===== config.mk =====
export PLATFORM = sky130hd
export DESIGN_NAME = err_report_logger
export DESIGN_NICKNAME = d
export VERILOG_FILES = /design/src/rtl/elog_pkg.sv /design/src/rtl/elog_classify.sv /design/src/rtl/elog_regs.sv /design/src/rtl/elog_msg_arb.sv /design/src/rtl/err_report_logger.sv
export SDC_FILE = /design/constraint.sdc
export NUM_CORES = 1
export LEC_CHECK = 0
export BUFFER_PORTS_ARGS = -buffer_cell sky130_fd_sc_hd__buf_2
export CORE_MARGIN = 8
export CORE_UTILIZATION = 45
export DETAILED_ROUTE_END_ITERATION = 16
export PLACE_DENSITY = 0.77
export SETUP_SLACK_MARGIN = 0.05
export SYNTH_ARGS = -nofsm -noshare
export SYNTH_HDL_FRONTEND = slang
export SYNTH_SLANG_ARGS = --single-unit

===== constraint.sdc =====
create_clock -name clk -period 1.2 [get_ports clk]
set_input_delay 0.12 -clock clk [delete_from_list [all_inputs] [get_ports clk]]
set_output_delay 0.12 -clock clk [all_outputs]
set_load 0.005 [all_outputs]

===== src/rtl/elog_pkg.sv =====
package elog_pkg;

    localparam int AW = 3;

    localparam logic [AW-1:0] A_COR_STS = 3'd0;
    localparam logic [AW-1:0] A_COR_MSK = 3'd1;
    localparam logic [AW-1:0] A_UNC_STS = 3'd2;
    localparam logic [AW-1:0] A_UNC_MSK = 3'd3;
    localparam logic [AW-1:0] A_UNC_SEV = 3'd4;
    localparam logic [AW-1:0] A_CTL     = 3'd5;
    localparam logic [AW-1:0] A_DEV_STS = 3'd6;
    localparam logic [AW-1:0] A_HDR     = 3'd7;

    // bit positions shared by the control and device status registers
    localparam int B_COR = 0;
    localparam int B_NF  = 1;
    localparam int B_FAT = 2;
    localparam int B_UR  = 3;
    localparam int NCLS  = 3;

    typedef enum logic [1:0] {
        MSG_COR = 2'd0,
        MSG_NF  = 2'd1,
        MSG_FAT = 2'd2
    } msg_cls_e;

endpackage


===== src/rtl/elog_classify.sv =====
module elog_classify
    import elog_pkg::*;
#(
    parameter int NCOR   = 6,
    parameter int NUNC   = 8,
    parameter int UR_IDX = 4
) (
    input  logic [NCOR-1:0] cor_evt,
    input  logic [NUNC-1:0] unc_evt,
    input  logic [NUNC-1:0] adv,
    input  logic [NCOR-1:0] cor_msk,
    input  logic [NUNC-1:0] unc_msk,
    input  logic [NUNC-1:0] unc_sev,
    input  logic [3:0]      ctl,
    output logic [NCLS-1:0] req,
    output logic [3:0]      det_set,
    output logic            hdr_set
);

    always_comb begin
        req     = '0;
        det_set = '0;
        hdr_set = 1'b0;
        for (int i = 0; i < NCOR; i++) begin
            if (cor_evt[i]) begin
                det_set[B_COR] = 1'b1;
                if (!cor_msk[i] && ctl[B_COR]) req[B_COR] = 1'b1;
            end
        end
        for (int i = 0; i < NUNC; i++) begin
            if (unc_evt[i]) begin
                if (!unc_msk[i]) hdr_set = 1'b1;
                if (i == UR_IDX) det_set[B_UR] = 1'b1;
                if (unc_sev[i]) begin
                    det_set[B_FAT] = 1'b1;
                    if (!unc_msk[i] && ctl[B_FAT]) req[B_FAT] = 1'b1;
                end else if (adv[i]) begin
                    det_set[B_COR] = 1'b1;
                    if (!unc_msk[i] && ctl[B_COR]) req[B_COR] = 1'b1;
                end else begin
                    det_set[B_NF] = 1'b1;
                    if (!unc_msk[i] && ctl[B_NF] && (i != UR_IDX || ctl[B_UR]))
                        req[B_NF] = 1'b1;
                end
            end
        end
    end

endmodule


===== src/rtl/elog_regs.sv =====
module elog_regs
    import elog_pkg::*;
#(
    parameter int DW   = 32,
    parameter int NCOR = 6,
    parameter int NUNC = 8
) (
    input  logic            clk,
    input  logic            rst_n,
    input  logic            wr,
    input  logic [AW-1:0]   addr,
    input  logic [DW-1:0]   wdata,
    input  logic [NCOR-1:0] cor_evt,
    input  logic [NUNC-1:0] unc_evt,
    input  logic [3:0]      det_set,
    input  logic            hdr_set,
    output logic [DW-1:0]   rdata,
    output logic [NCOR-1:0] cor_sts,
    output logic [NCOR-1:0] cor_msk,
    output logic [NUNC-1:0] unc_sts,
    output logic [NUNC-1:0] unc_msk,
    output logic [NUNC-1:0] unc_sev,
    output logic [3:0]      ctl,
    output logic [3:0]      dev_sts,
    output logic            hdr_vld
);

    typedef struct packed {
        logic [NCOR-1:0] cor_sts;
        logic [NCOR-1:0] cor_msk;
        logic [NUNC-1:0] unc_sts;
        logic [NUNC-1:0] unc_msk;
        logic [NUNC-1:0] unc_sev;
        logic [3:0]      ctl;
        logic [3:0]      dev_sts;
        logic            hdr;
    } regs_t;

    regs_t r_d, r_q;

    logic unused_wdata;
    assign unused_wdata = ^wdata;

    always_comb begin
        r_d = r_q;
        // software side: plain writes and write-one-to-clear
        if (wr) begin
            unique case (addr)
                A_COR_STS: r_d.cor_sts = r_q.cor_sts & ~wdata[NCOR-1:0];
                A_COR_MSK: r_d.cor_msk = wdata[NCOR-1:0];
                A_UNC_STS: r_d.unc_sts = r_q.unc_sts & ~wdata[NUNC-1:0];
                A_UNC_MSK: r_d.unc_msk = wdata[NUNC-1:0];
                A_UNC_SEV: r_d.unc_sev = wdata[NUNC-1:0];
                A_CTL:     r_d.ctl     = wdata[3:0];
                A_DEV_STS: r_d.dev_sts = r_q.dev_sts & ~wdata[3:0];
                A_HDR:     r_d.hdr     = r_q.hdr & ~wdata[0];
                default:   ;
            endcase
        end
        // hardware side: sets take priority over clears in the same cycle
        r_d.cor_sts = r_d.cor_sts | cor_evt;
        r_d.unc_sts = r_d.unc_sts | unc_evt;
        r_d.dev_sts = r_d.dev_sts | det_set;
        r_d.hdr     = r_d.hdr | hdr_set;
    end

    always_ff @(posedge clk or negedge rst_n) begin
        if (!rst_n) r_q <= '0;
        else        r_q <= r_d;
    end

    always_comb begin
        unique case (addr)
            A_COR_STS: rdata = DW'(r_q.cor_sts);
            A_COR_MSK: rdata = DW'(r_q.cor_msk);
            A_UNC_STS: rdata = DW'(r_q.unc_sts);
            A_UNC_MSK: rdata = DW'(r_q.unc_msk);
            A_UNC_SEV: rdata = DW'(r_q.unc_sev);
            A_CTL:     rdata = DW'(r_q.ctl);
            A_DEV_STS: rdata = DW'(r_q.dev_sts);
            default:   rdata = DW'(r_q.hdr);
        endcase
    end

    assign cor_sts = r_q.cor_sts;
    assign cor_msk = r_q.cor_msk;
    assign unc_sts = r_q.unc_sts;
    assign unc_msk = r_q.unc_msk;
    assign unc_sev = r_q.unc_sev;
    assign ctl     = r_q.ctl;
    assign dev_sts = r_q.dev_sts;
    assign hdr_vld = r_q.hdr;

endmodule


===== src/rtl/elog_msg_arb.sv =====
module elog_msg_arb
    import elog_pkg::*;
(
    input  logic            clk,
    input  logic            rst_n,
    input  logic [NCLS-1:0] req,
    input  logic            ready,
    output logic            valid,
    output logic [1:0]      cls
);

    typedef struct packed {
        logic [NCLS-1:0] pend;
    } arb_t;

    arb_t a_d, a_q;
    logic [NCLS-1:0] gnt;
    msg_cls_e        sel;

    always_comb begin
        gnt = '0;
        sel = MSG_COR;
        if (a_q.pend[B_FAT]) begin
            sel        = MSG_FAT;
            gnt[B_FAT] = 1'b1;
        end else if (a_q.pend[B_NF]) begin
            sel       = MSG_NF;
            gnt[B_NF] = 1'b1;
        end else if (a_q.pend[B_COR]) begin
            gnt[B_COR] = 1'b1;
        end
        if (!ready) gnt = '0;
        a_d.pend = (a_q.pend & ~gnt) | req;
    end

    always_ff @(posedge clk or negedge rst_n) begin
        if (!rst_n) a_q <= '0;
        else        a_q <= a_d;
    end

    assign valid = |a_q.pend;
    assign cls   = sel;

endmodule


===== src/rtl/err_report_logger.sv =====
module err_report_logger
    import elog_pkg::*;
#(
    parameter int DW     = 32,
    parameter int NCOR   = 6,
    parameter int NUNC   = 8,
    parameter int UR_IDX = 4
) (
    input  logic            clk,
    input  logic            rst_n,
    input  logic [NCOR-1:0] cor_evt_i,
    input  logic [NUNC-1:0] unc_evt_i,
    input  logic [NUNC-1:0] adv_i,
    input  logic            reg_wr_i,
    input  logic [2:0]      reg_addr_i,
    input  logic [DW-1:0]   reg_wdata_i,
    output logic [DW-1:0]   reg_rdata_o,
    output logic            msg_valid_o,
    output logic [1:0]      msg_class_o,
    input  logic            msg_ready_i
);

    logic [NCOR-1:0] cor_sts, cor_msk;
    logic [NUNC-1:0] unc_sts, unc_msk, unc_sev;
    logic [3:0]      ctl, dev_sts, det_set;
    logic [NCLS-1:0] req;
    logic            hdr_set, hdr_vld;

    elog_classify #(.NCOR(NCOR), .NUNC(NUNC), .UR_IDX(UR_IDX)) u_cls (
        .cor_evt (cor_evt_i),
        .unc_evt (unc_evt_i),
        .adv     (adv_i),
        .cor_msk (cor_msk),
        .unc_msk (unc_msk),
        .unc_sev (unc_sev),
        .ctl     (ctl),
        .req     (req),
        .det_set (det_set),
        .hdr_set (hdr_set)
    );

    elog_regs #(.DW(DW), .NCOR(NCOR), .NUNC(NUNC)) u_regs (
        .clk     (clk),
        .rst_n   (rst_n),
        .wr      (reg_wr_i),
        .addr    (reg_addr_i),
        .wdata   (reg_wdata_i),
        .cor_evt (cor_evt_i),
        .unc_evt (unc_evt_i),
        .det_set (det_set),
        .hdr_set (hdr_set),
        .rdata   (reg_rdata_o),
        .cor_sts (cor_sts),
        .cor_msk (cor_msk),
        .unc_sts (unc_sts),
        .unc_msk (unc_msk),
        .unc_sev (unc_sev),
        .ctl     (ctl),
        .dev_sts (dev_sts),
        .hdr_vld (hdr_vld)
    );

    elog_msg_arb u_arb (
        .clk   (clk),
        .rst_n (rst_n),
        .req   (req),
        .ready (msg_ready_i),
        .valid (msg_valid_o),
        .cls   (msg_class_o)
    );

endmodule


; Yosys cells after proc, flatten, opt, wreduce, memory -nomap -nowiden
; Cells that the tools add are included.
[op_classes]
mux = 156
bitwise_logic = 15
reduce_logical = 51
eq_ne = 7
[ops]
columns = operator, n
row1 = 2-to-1 mux 1 bit, 112
row2 = one-hot mux 8 bit (7 select lines), 1
row3 = 2-to-1 mux 3 bit, 16
row4 = 2-to-1 mux 45 bit, 1
row5 = 2-to-1 mux 2 bit, 18
row6 = logical AND 1 bit, 31
row7 = 2-to-1 mux 8 bit, 3
row8 = zero test 1 bit, 14
row9 = == test 3 bit (second input constant), 4
row10 = 2-to-1 mux 4 bit, 3
row11 = 2-to-1 mux 6 bit, 2
row12 = bitwise AND 8 bit, 1
row13 = inverter 8 bit, 1
row14 = bitwise OR 8 bit, 1
row15 = AND reduction 2 bit, 4
row16 = bitwise AND 6 bit, 1
row17 = == test 3 x 2 -> 1 bit (second input constant), 2
row18 = inverter 6 bit, 1
row19 = bitwise OR 6 bit, 1
row20 = bitwise AND 4 bit, 1
row21 = inverter 4 bit, 1
row22 = bitwise OR 4 bit, 1
row23 = bitwise AND 3 bit, 1
row24 = == test 3 x 1 -> 1 bit (second input constant), 1
row25 = 7 further kinds, 7
[totals]
out_inout_bits = 35
input_bits = 61
ff_bits = 48
elab_cells = 238

; Depth between registers and ports, before layout
[depth]
depth_word = 47
depth_mapped = 6

; Modules after synthesis
; From an unflattened synthesis, not the netlist that was laid out.
[hier_totals]
cells_unflattened = 292
area_unflattened_um2 = 3037.9
[modules_own_cells]
columns = module, area_per_inst_um2, cells_each, seq_area_each_um2, n_inst
row1 = elog_regs, 2384.8, 200, 1126.1, 1
row2 = elog_classify, 518.0, 80, 0.0, 1
row3 = elog_msg_arb, 135.1, 12, 75.1, 1

; Least setup slack after synthesis
; No wires, ideal clock.
[synth_path]
kind = flip-flop to flip-flop
from = register u_arb.a_q[2] (netlist name)
to = register u_arb.a_q[0] (netlist name)
required_ns = 1.066
synth_period_minus_slack_ns = 1.307
setup_ns = 0.134
arrival_ns = 1.173
path_slack_ns = -0.107
n_path_buf = 0
path_stages_with_launch = 5
path_cell_list = dfrtp_1 nand2b_1 o21a_1 a2111oi_0 a21oi_1
[synth_rtl]
columns = element, line_no
row1 = from (decl), elog_msg_arb.sv:16  ; arb_t a_d, a_q;
row2 = from (signal assigned), elog_msg_arb.sv:37  ; if (!rst_n) a_q <= '0;
row3 = from (signal assigned), elog_msg_arb.sv:38  ; else a_q <= a_d;

; Worst setup path after layout
[layout_path]
from = register u_regs.r_q, in the netlist u_regs.cor_msk[0]
to = output reg_rdata_o[0]
[layout_via]
elab_chain_len = 1
[layout_lines]
columns = element, line_no
row1 = from (decl), elog_regs.sv:39  ; regs_t r_d, r_q;
row2 = from (signal assigned), elog_regs.sv:69  ; else r_q <= r_d;
row3 = one-hot mux 8 bit (7 select lines), elog_regs.sv:73  ; unique case (addr)
row4 = to (decl), err_report_logger.sv:17  ; output logic [DW-1:0] reg_rdata_o,
; Every way passes these cells.

==> reports/qor_table.md <==
| Quantity | Value |
|---|---|
| Final #Nets | 486 |
| Chip Width | 96.6 um |
| Synth unique cells | 41 |
| Top area cells in the synthesized netlist | sky130_fd_sc_hd__dfrtp_1, sky130_fd_sc_hd__mux2_2, sky130_fd_sc_hd__buf_4, sky130_fd_sc_hd__o21ai_0, sky130_fd_sc_hd__nand3b_1 |
| Worst-case hold slack | 0.0384 ns |
| Area of the die | 9330 um2 |
| Total of warnings raised by yosys | 0 |
| Finished Cell Area | 4100 um2 |
| RSZ-0062 raised after global routing | yes |
| Data required time at the worst endpoint | 1.08 ns |
| Vias in the first global route | 2897 |
| Count of antenna-violating nets left after detailed routing | 0 |
| Total power per unit cell area | 1290 nW/um2 |
| Post-layout power | 0.00528 W |
| Number of DRC violations after detailed-routing iteration 0 | 174 |
| Cell area after synthesis | 2920 um2 |
| TritonCTS clock tree | yes |
| Timing-limited maximum frequency | 595 MHz |
| Grt met2 use | 35.8% |
| Async set-or-reset flop fraction in the synthesized netlist | 100% |
| Most frequent cells after synthesis | sky130_fd_sc_hd__dfrtp_1, sky130_fd_sc_hd__mux2_2, sky130_fd_sc_hd__buf_4, sky130_fd_sc_hd__o21ai_0, sky130_fd_sc_hd__nand2_1 |
| Number of antenna violations at the first check in global routing | 0 |
| First-pass GRT wire length | 15200 um |
| Register clock-pin slew on the reported worst setup and hold paths | 0.09 ns |
| Detailed Place HPWL | 7570 um |
| Starting Density | 46.3% |
| Overall global routing resource usage | 21.5% |
| Post-layout worst setup margin | -0.481 ns |
| Io pins | 96 |
| Final standard cell utilization of the core | 64.9% |
| Post-synth EDFFs | 0 |
| Average instance area after synthesis | 10.1 um2 |
| Global Route met1 Usage | 28.4% |
| Minimum period implied by the final worst setup slack | 1.68 ns |
| Arrival time reported for the critical path endpoint | 1.56 ns |
| Vias | 2842 |
| Leakage power | 1.83 nW |
| Tcrit/Tclk final | 140% |
| Met3 layer usage reported by global route | 3.17% |
| Sequential-to-total area share from yosys stat | 41.1% |
| Sequential standard cell area | 1200 um2 |
| GR Overflow Total | 0 |
| Filler instances | 521 |
| Detail-routed net length per standard cell | 19.6 um |
| Max capacitance violation total | 0 |
| Max Clock Skew | 0.00829 ns |
| Violated checks | negative setup slack |
| Final routed DRC violation total | 0 |
| Total number of H-tree levels | 2 |
| Maximum clock path buffer count | 2 |
| Most common flop cell mapped by yosys | sky130_fd_sc_hd__dfrtp_1 |
| Skew-Pair Late Insertion Delay | 0.30 ns |
| Root buffer selected by CTS | sky130_fd_sc_hd__clkbuf_8 |
| Number of CTS-inserted buffers | 5 |
| Critical-path maximum fanout | 3 |
| Fraction of layout instances using a drive strength above 1 | 47.2% |
| Area share of the leading cell type in the synthesized netlist | 41.1% |
| Average vias per placed instance | 5.65 |
| Worst voltage drop across the vdd grid | 751 uV |
| Total of buffers placed on input and output ports | 47 |
| Kind of critical path | flop to output pin |
| CP startpoint kind | flop |
| Flip-flop and latch count after synthesis | 48 |
| Vertical die dimension | 96.6 um |
| Endpoint kind of the worst setup timing path | output pin |
| Number of antenna repair diodes | 0 |
| Path class of the lowest-slack min-delay path | primary input to flop |
| Finish-stage setup viols | 16 |
| Number of sinks handled by clock tree synthesis | 48 |
| Cell taking the most area after synthesis | sky130_fd_sc_hd__dfrtp_1 |
| Syn-to-layout area delta | 40.3% |
| Hold violation count in the final report | 0 |
| Most Crowded Layer GR | met2 |
| First-pass iteration count of the detailed router | 5 |
| Area taken by multi-input logic gates | 1650 um2 |
| Placement-stage cell area | 3690 um2 |
| Final WL | 9850 um |
| Number of standard-cell rows in the floorplan | 29 |
| Run status | finished with violations |
| Maximum number of pins on one net before global-route repair | 49 |
| Routability cong. | 0.975 |
| Max-slew violation count | 0 |
| Core area | 6310 um2 |
| Most frequent cell after synthesis | sky130_fd_sc_hd__dfrtp_1 |
| Post-synthesis instance total | 288 |
final timing paths:
path / startpoint / to / slack, ns / depth (start not counted)
worst max register to register: u_regs.unc_sev[3] / u_arb.a_q[2] / -0.24 / 5
worst min register to register: u_regs.cor_sts[4] / u_regs.cor_sts[4] / 0.50 / 1
min in group asynchronous: rst_n / u_regs.unc_msk[7] / 0.32 / 3
worst max-delay path: u_regs.cor_msk[0] / reg_rdata_o[0] / -0.48 / 3
max in group asynchronous: rst_n / u_regs.unc_sev[1] / 0.64 / 3
worst min-delay path: msg_ready_i / u_arb.a_q[2] / 0.04 / 2
placed cells by master, fill, tap and decap left out, drive strengths merged, types with 2 or more instances in the layout:
cell and n:
nand2b 13, nand4 6, clkinv 3, mux2i 6
a21oi 11, conb 24, inv 9, a2111oi 4
nand3b 12, nor2 11, mux2 28, buf 138
nand3 6, a22oi 7, or3 2, a22o 2
clkbuf 5, a21o 5, dfrtp 48, o21ai 19
nor3 8, o22ai 5, nor2b 10, nand2 19
mux4 4, nor4 2, nor3b 8
per-stage QoR:
stage          worst slack [ns]  instances  setup TNS [ns]
6_report                 -0.481        503           -3.66
5_1_grt                  -0.524        503           -4.46
4_1_cts                  -0.497        497           -3.32
3_5_place_dp             -0.223        475           -5.86
3_3_place_gp             -0.213        475           -4.95
2_1_floorplan           -0.0307        311         -0.0307
layout make-up:
| class | count | share of cell area (%) |
|---|---|---|
| Clock inverter | 3 | 0.458 |
| Multi-Input combinational cell | 222 | 40.3 |
| Inverter | 9 | 0.824 |
| Timing Repair Buffer | 139 | 25.1 |
| Tap cell | 77 | 2.35 |
| Sequential cell | 48 | 29.3 |
| Clock buffer | 5 | 1.68 |
logic make-up (layout without fill, tap and decap cells):
kind of cell | count (synthesis) | in the layout | synth area share, %
DFF | 48 | 48 | 41.1
other | 1 | 24 | 0.128
muxes | 38 | 38 | 16.2
and+or+nand+nor | 99 | 99 | 20.0
buffers and inverters | 41 | 156 | 9.20
AOI/OAI and AO/OA | 61 | 61 | 13.4
worst max-delay path, cell delays in order, from the launching register on:
cell and delay, ns:
sky130_fd_sc_hd__dfrtp_1 0.41, sky130_fd_sc_hd__mux4_2 0.46, sky130_fd_sc_hd__mux2_4 0.27, sky130_fd_sc_hd__buf_6 0.11
sequential cells by signal (all words and copies together), names as in the netlist:
register,count
u_regs.hdr_vld,1
u_regs.unc_sts,8
u_regs.unc_msk,8
u_arb.a_q,3
u_regs.cor_sts,6
u_regs.cor_msk,6
u_regs.unc_sev,8
u_regs.ctl,4
u_regs.dev_sts,4
repair_timing:
| action | in CTS | in global routing |
|---|---|---|
| endpoints found under the setup margin | 17 | 19 |
| hold endpoints to repair | 48 | 0 |
| resized for setup | 39 | 7 |
| setup buffers | 14 | 8 |
| hold buffers | 1 | 0 |
| pin swaps | 11 | 10 |
per-layer routing:
metal  part of all wire (%)  vias to the layer above
met4                    2.1                        0
met2                     47                      163
met1                     42                     1380
met5                      0                        -
met3                    8.2                       21
li1                       -                     1278
power breakdown:
| part | switching (W) | total, W | internal, W | leakage [nW] |
|---|---|---|---|---|
| sequential | 0.000208 | 0.00208 | 0.00187 | 0.516 |
| combinational | 0.000950 | 0.00222 | 0.00127 | 1.27 |
| clock | 0.000575 | 0.000982 | 0.000408 | 0.0479 |
Power figures use the tool's default switching activity.
